## config.mk

```make
export PLATFORM = sky130hd
export DESIGN_NAME = ps2_key_tracker
export DESIGN_NICKNAME = d
export VERILOG_FILES = /design/src/rtl/ps2_trk_pkg.sv /design/src/rtl/ps2_glitch_filter.sv /design/src/rtl/ps2_frame_rx.sv /design/src/rtl/ps2_key_fsm.sv /design/src/rtl/ps2_key_tracker.sv
export SDC_FILE = /design/constraint.sdc
export NUM_CORES = 1
export LEC_CHECK = 0
export ABC_AREA = 1
export BUFFER_PORTS_ARGS = -buffer_cell sky130_fd_sc_hd__buf_4
export CELL_PAD_IN_SITES_DETAIL_PLACEMENT = 0
export CELL_PAD_IN_SITES_GLOBAL_PLACEMENT = 1
export CORE_MARGIN = 4
export CORE_UTILIZATION = 40
export CTS_BUF_LIST = sky130_fd_sc_hd__clkbuf_8
export DETAILED_ROUTE_END_ITERATION = 10
export PLACE_DENSITY_LB_ADDON = 0.1
export SYNTH_ARGS = -nofsm -noshare
export SYNTH_HDL_FRONTEND = slang
export SYNTH_SLANG_ARGS = --single-unit
```

## constraint.sdc

```tcl
create_clock -name clk -period 1.95 [get_ports clk]
set_clock_uncertainty 0.2 [all_clocks]
set_input_delay 0.2925 -clock clk [delete_from_list [all_inputs] [get_ports clk]]
set_output_delay 0.2925 -clock clk [all_outputs]
set_load 0.05 [all_outputs]
```

## src/rtl/ps2_trk_pkg.sv

```systemverilog
package ps2_trk_pkg;
  localparam int          CODE_W     = 8;
  localparam int          FRAME_BITS = CODE_W + 3;
  localparam logic [7:0]  REL_PREFIX = 8'hF0;

  typedef enum logic { REL_NONE, REL_PENDING } rel_state_e;
endpackage

```

## src/rtl/ps2_glitch_filter.sv

```systemverilog
module ps2_glitch_filter #(
  parameter int TAPS = 8
) (
  input  logic clk,
  input  logic rst,
  input  logic din,
  output logic dout
);
  logic [TAPS-1:0] hist;

  always_ff @(posedge clk) begin
    if (rst) begin
      hist <= '1;
      dout <= 1'b1;
    end else begin
      hist <= {din, hist[TAPS-1:1]};
      if (&hist)       dout <= 1'b1;
      else if (~|hist) dout <= 1'b0;
    end
  end
endmodule

```

## src/rtl/ps2_frame_rx.sv

```systemverilog
module ps2_frame_rx
  import ps2_trk_pkg::*;
#(
  parameter int TIMEOUT_CYC = 2500
) (
  input  logic              clk,
  input  logic              rst,
  input  logic              clk_f,
  input  logic              dat_f,
  output logic              byte_vld,
  output logic [CODE_W-1:0] byte_q
);
  localparam int CW = $clog2(FRAME_BITS + 1);
  localparam int TW = $clog2(TIMEOUT_CYC + 1);

  logic                  clk_d;
  logic                  fall;
  logic [CW-1:0]         bit_cnt;
  logic [TW-1:0]         idle;
  logic [FRAME_BITS-1:0] shreg, sh_nxt;
  logic                  frame_ok;

  assign fall     = clk_d & ~clk_f;
  assign sh_nxt   = {dat_f, shreg[FRAME_BITS-1:1]};
  assign frame_ok = ~sh_nxt[0] & sh_nxt[FRAME_BITS-1] & (^sh_nxt[FRAME_BITS-2:1]);

  always_ff @(posedge clk) begin
    if (rst) begin
      clk_d    <= 1'b1;
      bit_cnt  <= '0;
      idle     <= '0;
      shreg    <= '0;
      byte_vld <= 1'b0;
      byte_q   <= '0;
    end else begin
      clk_d    <= clk_f;
      byte_vld <= 1'b0;
      if (fall) begin
        shreg <= sh_nxt;
        idle  <= '0;
        if (bit_cnt == CW'(FRAME_BITS - 1)) begin
          bit_cnt <= '0;
          if (frame_ok) begin
            byte_vld <= 1'b1;
            byte_q   <= sh_nxt[CODE_W:1];
          end
        end else begin
          bit_cnt <= bit_cnt + 1'b1;
        end
      end else if (bit_cnt != '0) begin
        if (idle == TW'(TIMEOUT_CYC - 1)) begin
          bit_cnt <= '0;
          idle    <= '0;
        end else begin
          idle <= idle + 1'b1;
        end
      end
    end
  end
endmodule

```

## src/rtl/ps2_key_fsm.sv

```systemverilog
module ps2_key_fsm
  import ps2_trk_pkg::*;
(
  input  logic                clk,
  input  logic                rst,
  input  logic                byte_vld,
  input  logic [CODE_W-1:0]   byte_i,
  output logic [CODE_W-1:0]   key_code,
  output logic                key_held,
  output logic                key_evt,
  output logic [2*CODE_W-1:0] byte_pair
);
  rel_state_e rel_st;

  always_ff @(posedge clk) begin
    if (rst) begin
      rel_st    <= REL_NONE;
      key_code  <= '0;
      key_held  <= 1'b0;
      key_evt   <= 1'b0;
      byte_pair <= '0;
    end else begin
      key_evt <= 1'b0;
      if (byte_vld) begin
        byte_pair <= {byte_pair[CODE_W-1:0], byte_i};
        if (byte_i == REL_PREFIX) begin
          rel_st <= REL_PENDING;
        end else if (rel_st == REL_PENDING) begin
          rel_st <= REL_NONE;
          if (key_held && byte_i == key_code) begin
            key_held <= 1'b0;
            key_evt  <= 1'b1;
          end
        end else if (!key_held || byte_i != key_code) begin
          key_code <= byte_i;
          key_held <= 1'b1;
          key_evt  <= 1'b1;
        end
      end
    end
  end
endmodule

```

## src/rtl/ps2_key_tracker.sv

```systemverilog
module ps2_key_tracker
  import ps2_trk_pkg::*;
#(
  parameter int FILT_TAPS   = 8,
  parameter int TIMEOUT_CYC = 2500
) (
  input  logic                clk,
  input  logic                rst,
  input  logic                ps2_clk_i,
  input  logic                ps2_dat_i,
  output logic [CODE_W-1:0]   key_code,
  output logic                key_held,
  output logic                key_evt,
  output logic [2*CODE_W-1:0] byte_pair
);
  logic [1:0]        raw_lines, filt_lines;
  logic              byte_vld;
  logic [CODE_W-1:0] byte_q;

  assign raw_lines = {ps2_dat_i, ps2_clk_i};

  for (genvar g = 0; g < 2; g++) begin : g_filt
    ps2_glitch_filter #(.TAPS(FILT_TAPS)) u_filt (
      .clk (clk),
      .rst (rst),
      .din (raw_lines[g]),
      .dout(filt_lines[g])
    );
  end

  ps2_frame_rx #(.TIMEOUT_CYC(TIMEOUT_CYC)) u_rx (
    .clk     (clk),
    .rst     (rst),
    .clk_f   (filt_lines[0]),
    .dat_f   (filt_lines[1]),
    .byte_vld(byte_vld),
    .byte_q  (byte_q)
  );

  ps2_key_fsm u_fsm (
    .clk      (clk),
    .rst      (rst),
    .byte_vld (byte_vld),
    .byte_i   (byte_q),
    .key_code (key_code),
    .key_held (key_held),
    .key_evt  (key_evt),
    .byte_pair(byte_pair)
  );
endmodule

```

# [After elaboration in Yosys (flattened, before gate mapping)]
# Index checks and enable logic that the tools add are counted.
# W data, S select, Z words.
[word_totals] ff_bits=82 in_bits=4 elab_cells=67
[op_classes] add_sub_neg=2 n_eq_ne=6 mux=13 bitwise=10 n_reduce_logical=21
[op_table] op="$mux W4" count=4
[op_table] op="$reduce_and A8 Y1" count=2
[op_table] op="$reduce_or A8 Y1" count=2
[op_table] op="$add A12 B1 Y12 const B" count=1
[op_table] op="$eq A12 B12 Y1 const B" count=1
[op_table] op="$mux W12" count=1
[op_table] op="$reduce_xor A9 Y1" count=1
[op_table] op="$eq A8 B8 Y1" count=1
[op_table] op="$eq A8 B8 Y1 const B" count=1
[op_table] op="$mux W1" count=8
[op_table] op="$ne A8 B8 Y1" count=1
[op_table] op="$reduce_and A4 Y1" count=2
[op_table] op="$not A1 Y1" count=7
[op_table] op="$reduce_bool A2 Y1" count=3
[op_table] op="$reduce_or A2 Y1" count=3
[op_table] op="$reduce_or A3 Y1" count=2
[op_table] op="$add A4 B1 Y4 const B" count=1
[op_table] op="$eq A4 B4 Y1 const B" count=1
[op_table] op="$reduce_bool A4 Y1" count=1
[op_table] op="$and A1 B1 Y1" count=3
[op_table] op="$reduce_and A3 Y1" count=1
[op_table] op="$ne A2 B2 Y1 const B" count=1
[op_table] op="$reduce_and A2 Y1" count=1
[op_table] op="$logic_and A1 B1 Y1" count=1
[op_table] op="2 further kinds" count=2

# [Logic depth before layout (Yosys ltp)]
[depth] depth_word=4 depth_mapped=13

# [Hierarchy]
# Synthesis repeated with hierarchy kept, for this count alone.
[unflattened] cells_unflattened=476 area_unflattened_um2=3519.6
[by_module_without_submodules] module="ps2_frame_rx" n_inst=1 cells_per_inst=227 area_each_um2=1697.9 seq_area_each_um2=720.7
[by_module_without_submodules] module="ps2_key_fsm" n_inst=1 cells_per_inst=185 area_each_um2=1243.7 seq_area_each_um2=540.5
[by_module_without_submodules] module="ps2_glitch_filter" n_inst=2 cells_per_inst=32 area_each_um2=289.0 seq_area_each_um2=180.2

# [Worst setup path after synthesis]
# Ideal clock, no wire load.
[synth_path] path_type="register to register" startpoint="register u_fsm.key_code[5]" endpoint="register u_fsm.key_held" setup_time_ns=0.129 arrival_ns=1.755 slack_ns=-0.134 stages_incl_launch_ff=10 path_buffers=1 cell_sequence="dfxtp_1 -> o21ai_0 -> nor3_2 -> nand3_2 -> buf_6 -> ha_1 -> inv_1 -> nand3_1 -> nand2_1 -> a21oi_1"
[synth_via] elab_chain_len=4 word_cells_on_any_way=7
[synth_lines] element="start: declaration" line_no="ps2_key_fsm.sv:8" source="output logic [CODE_W-1:0] key_code,"
[synth_lines] element="start signal: assignment" line_no="ps2_key_fsm.sv:35" source="key_code <= byte_i;"
[synth_lines] element="$eq A8 B8 Y1 / $ne A8 B8 Y1 (equally long branches)" line_no="ps2_key_fsm.sv:30, ps2_key_fsm.sv:34"
[synth_lines] element="$logic_and A1 B1 Y1 / $logic_or A1 B1 Y1 (equally long branches)" line_no="ps2_key_fsm.sv:30, ps2_key_fsm.sv:34"
[synth_lines] element="$ne A2 B2 Y1 (no line) / $reduce_bool A2 Y1 (equally long branches)"
[synth_lines] element="$reduce_and A4 Y1 (no line) *"
[synth_lines] element="end signal: assignment" line_no="ps2_key_fsm.sv:19" source="key_held <= 1'b0;"
[synth_lines] element="end signal: assignment" line_no="ps2_key_fsm.sv:31" source="key_held <= 1'b0;"
[synth_lines] element="end signal: assignment" line_no="ps2_key_fsm.sv:36" source="key_held <= 1'b1;"
[synth_lines] element="end: declaration" line_no="ps2_key_fsm.sv:9" source="output logic key_held,"
# Every way passes the cells marked *; elsewhere a longest branch is shown, timed or not.
# A chain may end at the register's enable or synchronous reset.

# [Worst setup path after layout]
[layout_path] startpoint="register u_rx.bit_cnt[0]" endpoint="register u_rx.idle[8]"
[layout_via] elab_chain_len=1
[layout_lines] element="start: declaration" line_no="ps2_frame_rx.sv:18" source="logic [CW-1:0] bit_cnt;"
[layout_lines] element="start signal: assignment" line_no="ps2_frame_rx.sv:48" source="bit_cnt <= bit_cnt + 1'b1;"
[layout_lines] element="$reduce_bool A4 Y1" line_no="ps2_frame_rx.sv:50" source="end else if (bit_cnt != '0) begin"
[layout_lines] element="end signal: assignment" line_no="ps2_frame_rx.sv:55" source="idle <= idle + 1'b1;"
[layout_lines] element="end: declaration" line_no="ps2_frame_rx.sv:19" source="logic [TW-1:0] idle;"
# Every way passes these cells.

==> out/qor.csv <==
metric;value;unit
status;complete, no violations;
multi_input_comb_area;0.00157;mm^2
root_buffer;clkbuf_8;
async_flop_share;0;%
tightest_slew;429;ps
leakage;0.00179;uW
h-tree-depth;3;
synth.most_common_cell;nand2_1;
cellPowerDensity;767;mW/mm^2
cts_sinks;81;
final-seq-area;0.00163;mm^2
synth_flop_cell;dfxtp_1;
critPathCaptureType;flop;
routed_wl;7.15;mm
gp_congestion;0.785;
min_period_over_period;90.9;%
drcViolationCount;0;
hold_class;reg2reg;
synth.distinct_cells;33;
syn-cell-area;0.00345;mm^2
fp-row-count;33;
drive_gt1_share;19.6;%
portBuffers;29;
start_kind;flop;
via_per_inst;4.81;
synth_top_area_share;47.0;%
synth_common_cells;nand2_1 (83), dfxtp_1 (81), nor2_1 (54), inv_1 (45), a21oi_1 (41);
fill_cells;848;
syn_to_final_growth;19.3;%
fmaxAchievable;564;MHz
start_util;41.6;%
grt_util_all_layers;15.2;%
cts.path.max_buffers;2;
slew-limit-headroom;71.4;%
antenna_cells;0;
ys.warnings.count;0;
ys_seq_elements;81;
syn_nets;461;
required;2030;ps
synth_area_leaders;dfxtp_1 (47%), nand2_1 (9.0%), a21oi_1 (5.9%);
cts_tree;built;
final_nets;501;
synth_edf_count;0;
path_class;reg2reg;
grt_pass1_wl;12.5;mm
dieArea;0.0102;mm^2
setup_ws;177;ps
ant_nets;0;
cts_buffers;9;
drt-pass1-iter-count;4;
hold_violations;0;
core-area;0.00830;mm^2
yosysTopAreaCell;dfxtp_1;
syn_area_per_cell;7.65;um^2
clock_latency;340;ps
clkTransAtPathRegs;90;ps
final.setup.tns;0;ps
period_needed;1770;ps
die_width;101;um
grt_overflow_total;0;
cap_violations;0;
worstPathMaxFanout;5;
grt_max_degree;46;
vdd_drop_max;0.552;mV
drt_iter0_markers;101;
first_global_vias;2657;
place_worst_setup_slack;120;ps
avgRoutedWirePerCell;11.9;um
dp_hpwl;4.95;mm
fp.dieH;101;um
vias;2892;
ys_seq_area_share;47.0;%
num_io_pins;30;
arrival;1860;ps
finalSetupViolations;0;
fin_hold_ws;243;ps
syn_inst;451;
finalMaxSlewViolations;0;
antenna_found_initial;0;
-- report_power, final --
| part | internal (uW) | switching, uW | leakage, uW |
|---|---|---|---|
| registers | 1660 | 3.55 | 0.000659 |
| logic | 27.6 | 41.3 | 0.00101 |
| clock network | 801 | 624 | 0.000117 |
| total | 2490 | 669 | 0.00179 |
-- routing by layer --
metal	wire [um]	up-vias	global-route usage, %
met5	0	-	0
li1	-	1544	-
met1	3700	1311	21.7
met2	3050	30	22.4
met3	321	7	4.57
met4	70	0	4.04
-- layout by cell type, fill, tap and decap left out, types with 3 or more instances in the layout --
| cell type | n |
|---|---|
| dfxtp_2 | 10 |
| xor2_1 | 7 |
| dfxtp_1 | 71 |
| ha_1 | 5 |
| buf_4 | 40 |
| xnor2_1 | 4 |
| nand3_1 | 30 |
| inv_2 | 6 |
| nor2_1 | 54 |
| nand3_2 | 4 |
| nor2_2 | 4 |
| dlygate4sd3_1 | 3 |
| or2_2 | 7 |
| inv_1 | 45 |
| clkbuf_8 | 11 |
| o21ai_0 | 31 |
| a21oi_1 | 41 |
| nor4_1 | 4 |
| nand4_1 | 9 |
| nor3_1 | 3 |
| nand2_1 | 83 |
-- worst max-delay path, stage by stage, from the launching register on --
cell and delay (ps):
dfxtp_2 370, inv_1 70, ha_2 210, nand2_2 70, nor2_2 60, nor3_4 230, nand3_2 110, nor2_2 130
nand2_1 80, nand2_1 60, nand2_1 40, nor2_1 90
-- cell families after synthesis --
logic type / count (synthesis) / synth area share [%]
simple gates: 209 / 28.4
flops: 81 / 47.0
compound gates: 78 / 11.6
buf+inv: 66 / 8.02
xor+xnor: 11 / 2.79
fa+ha+maj: 6 / 2.18
-- metrics by stage --
stage | std cells | power (uW) | cell area, um^2 | util, %
6_report | 601 | 3160 | 4120 | 49.6
5_1_grt | 601 | 3290 | 4120 | 49.6
4_1_cts | 600 | 3210 | 4090 | 49.2
3_5_place_dp | 581 | 1770 | 3820 | 46.0
3_3_place_gp | 581 | 1770 | 3820 | 46.0
2_1_floorplan | 451 | 1740 | 3460 | -
-- final cells by class --
type	instances	area share [%]
sequential	81	39.7
clock buffer	11	3.68
multi-input combinational	304	38.2
timing repair buffer	44	8.51
tap	105	3.19
clock inverter	5	2.07
inverter	51	4.65
-- sequential cells by signal, indices dropped and copies added, names as in the netlist --
name / cells
u_rx.byte_vld: 1
u_rx.idle: 12
u_fsm.key_held: 1
g_filt.u_filt.hist: 16
u_fsm.key_evt: 1
u_fsm.byte_pair: 16
g_filt.u_filt.dout: 2
u_rx.byte_q: 8
u_rx.clk_d: 1
u_fsm.rel_st: 1
u_fsm.key_code: 8
u_rx.bit_cnt: 4
u_rx.shreg: 10
-- worst paths after layout --
check | cells past startpoint | start | slack (ps) | end
worst max register to register | 11 | u_rx.bit_cnt[0] | 180 | u_rx.idle[8]
worst min register to register | 2 | g_filt[0].u_filt.dout | 240 | u_rx.clk_d
worst max-delay path | 11 | u_rx.bit_cnt[0] | 180 | u_rx.idle[8]
worst min-delay path | 2 | g_filt[0].u_filt.dout | 240 | u_rx.clk_d
-- repair_timing --
item                                    in CTS  in global routing
endpoints found under the hold margin        3                  0
endpoints found under the setup margin       0                  4
hold buffers                                 3                  0
resized for setup                            0                  6
buffers inserted                             0                  1
(Power assumes the default switching activity.)
